File: src/rtl/intensity_pwm_pkg.sv
package intensity_pwm_pkg;

  // Per-mille on-time for each intensity code; code 0 depends on the variant.
  function automatic int step_permille(input logic [2:0] code, input bit low_pwr);
    int pm;
    case (code)
      3'd0:    pm = low_pwr ? 270 : 1000;
      3'd1:    pm = 600;
      3'd2:    pm = 400;
      3'd3:    pm = 270;
      3'd4:    pm = 170;
      3'd5:    pm = 100;
      3'd6:    pm = 70;
      default: pm = 30;
    endcase
    return pm;
  endfunction

  // Number of leading on-slots in a period, rounded, never below one.
  function automatic int on_slots(input logic [2:0] code, input bit low_pwr, input int period);
    int n;
    n = (period * step_permille(code, low_pwr) + 500) / 1000;
    if (n < 1) n = 1;
    return n;
  endfunction

endpackage

File: src/rtl/ipwm_rst_sync.sv
module ipwm_rst_sync (
  input  logic clk,
  input  logic rst_n,
  output logic rst_sync_n
);
  logic meta_q;
  logic hold_q;

  always_ff @(posedge clk or negedge rst_n) begin
    if (!rst_n) begin
      meta_q <= 1'b0;
      hold_q <= 1'b0;
    end else begin
      meta_q <= 1'b1;
      hold_q <= meta_q;
    end
  end

  assign rst_sync_n = hold_q;
endmodule

File: src/rtl/ipwm_slot_timer.sv
module ipwm_slot_timer #(
  parameter int PERIOD = 30,
  localparam int CW = $clog2(PERIOD)
) (
  input  logic          clk,
  input  logic          rst_n,
  input  logic          tick,
  output logic [CW-1:0] slot_q,
  output logic          phase_q,
  output logic          wrap
);
  localparam logic [CW-1:0] LAST = CW'(PERIOD - 1);

  logic [CW-1:0] slot_d;
  logic          phase_d;

  assign wrap = tick && (slot_q == LAST);

  always_comb begin
    slot_d  = slot_q;
    phase_d = phase_q;
    if (tick) begin
      slot_d  = wrap ? '0 : slot_q + 1'b1;
      phase_d = ~phase_q;
    end
  end

  always_ff @(posedge clk or negedge rst_n) begin
    if (!rst_n) begin
      slot_q  <= '0;
      phase_q <= 1'b0;
    end else if (tick) begin
      slot_q  <= slot_d;
      phase_q <= phase_d;
    end
  end
endmodule

File: src/rtl/ipwm_code_latch.sv
module ipwm_code_latch (
  input  logic       clk,
  input  logic       rst_n,
  input  logic       load,
  input  logic [2:0] code_in,
  output logic [2:0] code_q
);
  logic [2:0] code_d;

  always_comb begin
    code_d = code_q;
    if (load) code_d = code_in;
  end

  always_ff @(posedge clk or negedge rst_n) begin
    if (!rst_n) code_q <= 3'd0;
    else if (load) code_q <= code_d;
  end
endmodule

File: src/rtl/ipwm_duty_gate.sv
module ipwm_duty_gate
  import intensity_pwm_pkg::*;
#(
  parameter int PERIOD  = 30,
  parameter bit LOW_PWR = 1'b0,
  localparam int CW = $clog2(PERIOD)
) (
  input  logic [2:0]    code_q,
  input  logic [CW-1:0] slot_q,
  input  logic          phase_q,
  input  logic          ext_off,
  output logic          bright_en,
  output logic          half_en
);
  int  on_n;
  logic in_window;

  always_comb begin
    on_n      = on_slots(code_q, LOW_PWR, PERIOD);
    in_window = (int'(slot_q) < on_n);
    bright_en = ext_off | in_window;
    half_en   = bright_en & phase_q;
  end
endmodule

File: src/rtl/intensity_pwm.sv
module intensity_pwm #(
  parameter int PERIOD  = 30,
  parameter bit LOW_PWR = 1'b0
) (
  input  logic       clk,
  input  logic       rst_n,
  input  logic       slot_tick,
  input  logic [2:0] lvl_code,
  input  logic       ext_off,
  output logic       bright_en,
  output logic       half_en
);
  localparam int CW = $clog2(PERIOD);

  logic          rst_sync_n;
  logic [CW-1:0] slot_q;
  logic          phase_q;
  logic          wrap;
  logic [2:0]    code_q;

  ipwm_rst_sync u_rst (
    .clk        (clk),
    .rst_n      (rst_n),
    .rst_sync_n (rst_sync_n)
  );

  ipwm_slot_timer #(.PERIOD(PERIOD)) u_timer (
    .clk     (clk),
    .rst_n   (rst_sync_n),
    .tick    (slot_tick),
    .slot_q  (slot_q),
    .phase_q (phase_q),
    .wrap    (wrap)
  );

  ipwm_code_latch u_code (
    .clk     (clk),
    .rst_n   (rst_sync_n),
    .load    (wrap),
    .code_in (lvl_code),
    .code_q  (code_q)
  );

  ipwm_duty_gate #(.PERIOD(PERIOD), .LOW_PWR(LOW_PWR)) u_gate (
    .code_q    (code_q),
    .slot_q    (slot_q),
    .phase_q   (phase_q),
    .ext_off   (ext_off),
    .bright_en (bright_en),
    .half_en   (half_en)
  );
endmodule

File: config.mk
export PLATFORM = sky130hd
export DESIGN_NAME = intensity_pwm
export DESIGN_NICKNAME = d
export VERILOG_FILES = /design/src/rtl/intensity_pwm_pkg.sv /design/src/rtl/ipwm_rst_sync.sv /design/src/rtl/ipwm_slot_timer.sv /design/src/rtl/ipwm_code_latch.sv /design/src/rtl/ipwm_duty_gate.sv /design/src/rtl/intensity_pwm.sv
export SDC_FILE = /design/constraint.sdc
export NUM_CORES = 1
export LEC_CHECK = 0
export BUFFER_PORTS_ARGS = -buffer_cell sky130_fd_sc_hd__buf_4
export CORE_MARGIN = 2
export CORE_UTILIZATION = 60
export DETAILED_ROUTE_END_ITERATION = 16
export HOLD_SLACK_MARGIN = 0.03
export PLACE_DENSITY = 0.83
export SETUP_SLACK_MARGIN = 0.02
export SYNTH_ARGS = -nofsm -noshare
export SYNTH_HDL_FRONTEND = slang
export SYNTH_SLANG_ARGS = --single-unit
File: constraint.sdc
create_clock -name clk -period 14.5 [get_ports clk]
set_input_delay 2.9 -clock clk [delete_from_list [all_inputs] [get_ports clk]]
set_output_delay 2.9 -clock clk [all_outputs]
set_load 0.1 [all_outputs]
Word level (Yosys, flattened, before mapping)
Index checks and enable logic that the tools add are counted.

storage, ports and cells
  register bits after elaboration = 11
  bits of input ports = 7
  output and inout bits = 2
  logic and storage cells = 26

operators by class
  add/subtract/negate cells = 2
  multipliers = 1
  div/mod/pow operators = 1
  magnitude comparators = 2
  equality and inequality tests = 7
  multiplexer cells = 3
  bitwise logic cells = 3
  reduce and logical (&&, ||, !) cells = 2

operators by type and width
  kind                                                 count
  one-hot mux 10 bit (7 select lines)                  1
  adder 32 x 10 -> 32 bit, second input constant       1
  divider 32 x 11 -> 32 bit, second input constant     1
  < comparator 32 x 2 -> 1 bit, second input constant  1
  < comparator 6 x 32 -> 1 bit                         1
  two-way mux 32 bit                                   1
  multiplier 4 x 10 -> 14 bit, first input constant    1
  equality test 3 bit, second input constant           3
  equality test 3 x 2 -> 1 bit, second input constant  2
  adder 5 x 1 -> 5 bit, second input constant          1
  equality test 5 bit, second input constant           1
  two-way mux 5 bit                                    1
  equality test 3 x 1 -> 1 bit, second input constant  1
  logical NOT 3 bit                                    1
  bitwise AND 1 bit                                    1
  logical AND 1 bit                                    1
  inverter 1 bit                                       1
  OR 1 bit                                             1

Longest topological paths before layout
Gate-level depths: netlist of run 1.

  depth after elaboration = 10
  depth in mapped cells = 45
  gate-level depth less buffers = 40

Cells and area by module
From an unflattened synthesis of run 1, not the netlist that was laid out.

unflattened totals
  cells, all modules = 732
  area, all modules = 5,303.8 um^2

modules (own cells, without submodules)
  module           times used  cells an instance  area an instance (um^2)  seq. area each (um^2)
  ipwm_duty_gate   1           694                4,809.6                  0.0
  ipwm_slot_timer  1           29                 331.6                    150.1
  ipwm_code_latch  1           6                  108.9                    75.1
  ipwm_rst_sync    1           3                  53.8                     50.0

Least setup slack after synthesis of run 1
OpenSTA, ideal clock, no wires.

  kind = register to output
  from = register u_code.code_q[0]
  to = output port half_en
  arrival = 11.215 ns
  required time = 11.600 ns
  setup slack = 0.385 ns
  cell stages (with the launch flop) = 44
  buffers on the path = 4
  path through = dfrtp_1 -> buf_6 -> clkbuf_1 -> or2_2 -> a21oi_1 -> ha_1 -> inv_1 -> ha_1 -> xnor2_2 -> nor2_1 -> maj3_1 -> ha_1 -> a211o_1 -> a21o_1 -> a211o_1 -> and3_2 -> xnor2_1 -> inv_1 -> [... 8 more ...] -> buf_4 -> a21oi_1 -> o211ai_2 -> xnor2_2 -> or4b_4 -> mux2i_2 -> o211ai_4 -> o211ai_1 -> xor2_1 -> or4_1 -> o211ai_2 -> inv_1 -> ha_1 -> a21oi_1 -> nor2b_1 -> a2111oi_0 -> o221ai_2 -> a31oi_1

between the ends
  cells in the longest elaborated chain, start to end = 10
  elaborated cells on any way between the ends = 16
  classes of those cells = 1 x add/sub; 1 x mul; 1 x div; 2 x order compare; 6 x eq/ne; 2 x mux; 2 x bitwise; 1 x reduce/logical

ends and longest elaborated chain
  item                                         line                     RTL
  start: declaration                           ipwm_code_latch.sv:6     output logic [2:0] code_q
  start signal: assignment                     ipwm_code_latch.sv:17    else if (load) code_q <= code_d;
  equality test 3 bit (tied with other cells)  intensity_pwm_pkg.sv:6   case (code)
  one-hot mux 10 bit (7 select lines) *        intensity_pwm_pkg.sv:6
  multiplier 4 x 10 -> 14 bit *                intensity_pwm_pkg.sv:22  n = (period * step_permille(code, low_pwr) + 500) / 1000;
  adder 32 x 10 -> 32 bit *                    intensity_pwm_pkg.sv:22
  divider 32 x 11 -> 32 bit *                  intensity_pwm_pkg.sv:22
  < comparator 32 x 2 -> 1 bit                 intensity_pwm_pkg.sv:23  if (n < 1) n = 1;
  two-way mux 32 bit *                         intensity_pwm_pkg.sv:23
  < comparator 6 x 32 -> 1 bit *               ipwm_duty_gate.sv:20     in_window = (int'(slot_q) < on_n);
  OR 1 bit *                                   ipwm_duty_gate.sv:21     bright_en = ext_off | in_window;
  bitwise AND 1 bit *                          ipwm_duty_gate.sv:22     half_en = bright_en & phase_q;
  end: declaration                             intensity_pwm.sv:11      output logic half_en

Every way passes the cells marked *; elsewhere a longest branch is shown, timed or not.

Worst setup path in the final report of run 1
  from = register u_code.code_q[2]
  to = output port half_en

The elaborated chain is that of the path after synthesis.

==> run metrics, run 1 <==
Vias per Instance 7.00; total core area 0.00718 sq mm; syn_area_per_cell 7.72 sq um; worst slack at placement 0.112 ns; crit path capture half_en; Distinct cells, synth 114; standard-cell rows 31; CTS tree built; Pre-antenna DRT Iters 5; Max Fclk 72.0 MHz; r2r setup slk 12.97 ns; crit path max fanout 14; WL final 12,600 microns; Worst Tran Pin Value 0.748 ns; commonest non-fill, non-tap cells in the layout nand2_1 (48), a21oi_1 (40), nor2_1 (36); EDFF count, synth 0; Area after DPL 0.00445 sq mm; status finished clean; Crit Path Class reg -> out; Slew Viols, Final 0; Area Overhead vs Synth 4.84%; Antenna Nets Post-Route 0; Starting Density 61.2%; post-synthesis cell count 569; clock sink count 11; commonest non-fill, non-tap cell in the layout nand2_1; async set-reset flop share out of synthesis 100%; crit share post-route 95.8%; Setup TNS 0 ns; Critical Path AT 10.99 ns; clk_lat worst skew 0.25 ns; routed length per instance 19.0 microns; I/O pin cnt 9; fin area 0.00460 sq mm; Hold Path Class reg -> async; hold_buf cts 0; share of cells above drive strength 1 20.0%; CP Launch Type flip-flop; Clock Tree Buf Depth 2; GPL Wtd Cong 0.992; Initial DRC Count 432; worst setup margin 0.613 ns; post-synthesis net count 607; die width 89.5 microns; Setup Skew 0.00906 ns; RR Endpoint u_code.code_q[0]; CP max-delay cell or4b_4; mapped cell area 0.00439 sq mm; final hold violation count 0; GRT Total Usage 31.5%; DP HPWL 9920 microns; DR vias 4,654; register area share after synthesis 6.27%; vias in the first global route 4,094; CTS Root Cell clkbuf_8; CTS Buf Count 3; first-pass GRT wire length 19,900 microns; Die H 89.5 microns; initial antenna violation count 0; CP endpoint kind output pin; Setup crit start u_code.code_q[2]; full die area 0.00802 sq mm; R2R cell count 4; Slew HR 50.0%; Overflow after GRT 0; pin count of the biggest net entering global routing 22; # diodes 0; max cap viols 0; H-tree depth 1; I/O Buffers 8; Synth Flop Type dfrtp_1; Final Setup Violations 0; Core Util, Final 64.1%; Nets 605; DRC violations left 0; Worst path most repeated cell ha_1; Reg clk slew, reported paths 0.05 ns; Ys Warns 0; min Tclk post-route 13.89 ns; CP Data Required Time 11.60 ns; Seq cells post-synth 11; RSZ-0062 raised after global routing no; CP peak stage delay 0.53 ns; reg2reg start u_timer.slot_q[1]
-- kinds of logic (layout without fill, tap and decap cells) --
group	after synthesis	count (layout)	share of synthesized area (%)
AO/OA/AOI/OAI	208	208	38.3
AND/OR/NAND/NOR	223	223	29.0
flip-flops	11	11	6.27
buffers and inverters	50	47	5.90
multiplexers	14	14	3.48
adder cells (fa/ha/maj)	32	32	9.75
XOR/XNOR	30	30	7.18
other	1	1	0.0854
-- cell usage after synthesis, drive strengths merged (5+ instances only) --
library cell   n  area [sq um]
a21boi         5          37.5
nor2          40           171
mux2i         10           108
nor2b          8          50.1
o221ai         6          58.8
or2           13          81.3
o211ai        20           198
o21ai         32           179
o2111ai        5          50.0
and3           8          57.6
buf           14           121
inv           29           111
a21o          13           113
dfrtp         11           275
a31oi         13           111
a2111oi        5          62.6
nor3          19           128
nand3         16          80.1
nand2b         9          56.3
ha            27           338
a211o          6          52.6
or3            6          42.5
a211oi         8          70.1
a21oi         42           214
clkbuf         7          26.3
nand4         16           106
o31ai          5          61.3
nand2         49           191
and2          17           108
a31o           6          52.6
xor2           9          86.3
xnor2         21           229
-- stage by stage --
| step | hold slack, ns | std cells |
|---|---|---|
| after floorplan | 0.108 | 569 |
| after global placement | 0.148 | 658 |
| after detailed placement | 0.156 | 658 |
| after CTS | 0.152 | 662 |
| after global routing | 0.192 | 665 |
| final | 0.136 | 665 |
-- worst min path at each step --
stage                          start                end  slack (ns)  depth (start not counted)
floorplan           u_rst.rst_sync_n   u_code.code_q[0]        0.11                          0
global placement    u_rst.rst_sync_n   u_code.code_q[1]        0.15                          0
detailed placement  u_rst.rst_sync_n   u_code.code_q[2]        0.16                          0
CTS                 u_rst.rst_sync_n  u_timer.slot_q[4]        0.15                          0
global route        u_rst.rst_sync_n  u_timer.slot_q[4]        0.19                          0
finish              u_rst.rst_sync_n  u_timer.slot_q[4]        0.14                          0
-- worst max-delay path: cells and delay by family (launching register included) --
kind / cells / cell delay (ns)
and+or+nand+nor: 11 / 3.21
xor gates and xnor gates: 3 / 0.65
muxes: 1 / 0.20
AOI/OAI and AO/OA: 15 / 3.65
buffers and inverters: 4 / 0.60
adders and majority gates: 6 / 1.94
DFF: 1 / 0.50
-- sequential cells by signal, indices dropped and copies added (netlist names) --
name / cells
u_timer.slot_q: 5
u_code.code_q: 3
u_rst.meta_q: 1
u_timer.phase_q: 1
u_rst.rst_sync_n: 1
-- what timing repair did --
action,CTS,global route
gates resized for setup,2,18
endpoints found under the setup margin,2,2
buffers inserted,0,3
-- area by class of cell --
type,instances,area [sq um]
Clock buffer,4,45.0
Fill cell,611,2570
Inverter,29,111
Multi-Input combinational cell,508,3940
Sequential cell,11,279
Tap cell,99,124
Timing Repair Buffer,14,105
-- metal layers --
metal / global-route usage, % / vias up / wire length, microns
li1: - / 2182 / -
met1: 43.8 / 2182 / 5440
met2: 50.5 / 249 / 5850
met3: 3.60 / 41 / 945
met4: 10.3 / 0 / 396
met5: 0 / - / 0
Power of run 1 is left out: the tool's default activity adds up to more than one toggle a clock period on the data nets, which glitch-free logic cannot reach.
==> run 2, diff against run 1 <==
- CTS_BUF_LIST: not set -> sky130_fd_sc_hd__clkbuf_8
==> run metrics, run 2 (synthesis results as in run 1) <==
CTS tree built; RSZ-0062 raised after global routing no; DRC violations left 0 (unchanged); CTS Root Cell clkbuf_8; Antenna Nets Post-Route 0 (unchanged); Nets 605 (unchanged); # diodes 0 (unchanged); DP HPWL 9920 microns (unchanged); Overflow after GRT 0 (unchanged); commonest non-fill, non-tap cells in the layout nand2_1 (48), a21oi_1 (40), nor2_1 (36); worst hold slack 0.136 ns (-0.000440 ns); crit share post-route 95.8% (about the same); crit path max fanout 14 (unchanged); Initial DRC Count 432 (unchanged); die width 89.5 microns (unchanged); hold_buf cts 0 (unchanged); CP Data Required Time 11.60 ns (about the same); Die H 89.5 microns (unchanged); GPL Wtd Cong 0.992 (unchanged); reg2reg start u_timer.slot_q[1]; pin count of the biggest net entering global routing 22 (unchanged); CP peak stage delay 0.53 ns (about the same); CP endpoint kind output pin; Setup Skew 0.00939 ns (+0.000332 ns); Slew Viols, Final 0 (unchanged); CP max-delay cell or4b_4; Pre-antenna DRT Iters 6 (+1); Core Util, Final 64.1% (unchanged); max cap viols 0 (unchanged); WL final 12,700 microns (+0.38%); first-pass GRT wire length 19,900 microns (unchanged); CP Launch Type flip-flop; clock sink count 11 (unchanged); Area Overhead vs Synth 4.84% (unchanged); largest reg by FF count u_timer.slot_q; full die area 0.00802 sq mm (unchanged); Crit path max-delay family compound AO/OA/AOI/OAI gates; Filler Cell Count 611 (unchanged); final hold violation count 0 (unchanged); vias in the first global route 4,094 (unchanged); Reg clk slew, reported paths 0.05 ns (about the same); Largest register FFs 5 (unchanged); status finished clean; Clock Tree Buf Depth 2 (unchanged); Worst path most repeated cell ha_1; largest registers u_timer.slot_q x5, u_code.code_q x3; I/O Buffers 8 (unchanged); Max Fclk 72.0 MHz (about the same); routed length per instance 19.1 microns (+0.38%); CTS Buf Count 3 (unchanged); total core area 0.00718 sq mm (unchanged); Starting Density 61.2% (unchanged); clk_lat worst skew 0.25 ns (about the same); Worst Tran Pin Value 0.776 ns (+0.0283 ns); R2R cell count 4 (unchanged); min Tclk post-route 13.89 ns (+0.000384 ns); commonest non-fill, non-tap cell in the layout nand2_1; Hold Path Class reg -> async; Vias per Instance 6.98 (-0.19%); I/O pin cnt 9 (unchanged); H-tree depth 1 (unchanged); Critical Path AT 10.99 ns (about the same); Setup TNS 0 ns (unchanged); Final Setup Violations 0 (unchanged); DR vias 4,645 (-0.19%); RR Endpoint u_code.code_q[0]; Slew HR 48.1% (-1.9 points); share of cells above drive strength 1 20.0% (unchanged); Buf+Inv Stages, Crit Path 4 (unchanged); initial antenna violation count 0 (unchanged); GRT Total Usage 31.5% (unchanged); Crit Path Class reg -> out; standard-cell rows 31 (unchanged); r2r setup slk 12.97 ns (about the same)
## run 2: cell count changes in the layout (fill, tap and decap cells not counted), sizes merged
| cell | previous run | this run |
|---|---|---|
| inv | 29 | 30 |
| clkbuf | 4 | 3 |
## run 2: worst max path at each step
| stage | start | endpoint | slack [ns] | depth (start not counted) |
|---|---|---|---|---|
| after detailed placement | u_code.code_q[0] | half_en | 0.11 | 41 |
| final | u_code.code_q[2] | half_en | 0.61 | 40 |
| after global placement | u_code.code_q[0] | half_en | 0.60 | 41 |
| after global routing | u_code.code_q[1] | half_en | 0.05 | 41 |
| after floorplan | u_code.code_q[0] | half_en | 0.39 | 43 |
| after CTS | u_code.code_q[0] | half_en | 0.08 | 40 |
## run 2: layout make-up
type                            count  area (sq um)  area share, %
Tap cell                           99           124           2.69
Timing Repair Buffer               14           105           2.28
Sequential cell                    11           279           6.06
Inverter                           29           111           2.42
Clock buffer                        3          41.3          0.897
Clock inverter                      1          3.75         0.0815
Multi-Input combinational cell    508          3940           85.6
## run 2: repair_timing
item                                    in CTS  in global routing
resized for setup                            2                 18
setup buffers                                0                  3
endpoints found under the setup margin       2                  2
## run 2: routing by layer
| metal | GRT usage [%] | part of all wire (%) | up-vias |
|---|---|---|---|
| met3 | 3.60 | 7.9 | 37 |
| li1 | - | - | 2186 |
| met4 | 10.3 | 3.1 | 0 |
| met2 | 50.5 | 46 | 229 |
| met1 | 43.8 | 43 | 2193 |
| met5 | 0 | 0 | - |
## run 2: per-stage QoR
stage / instances / worst slack, ns / cell area (sq um)
detailed placement: 658 / 0.112 / 4450
global placement: 658 / 0.596 / 4450
CTS: 662 / 0.0796 / 4500
global route: 665 / 0.0473 / 4600
floorplan: 569 / 0.385 / 4390
finish: 665 / 0.613 / 4600
Power of run 2 is left out for the same reason.
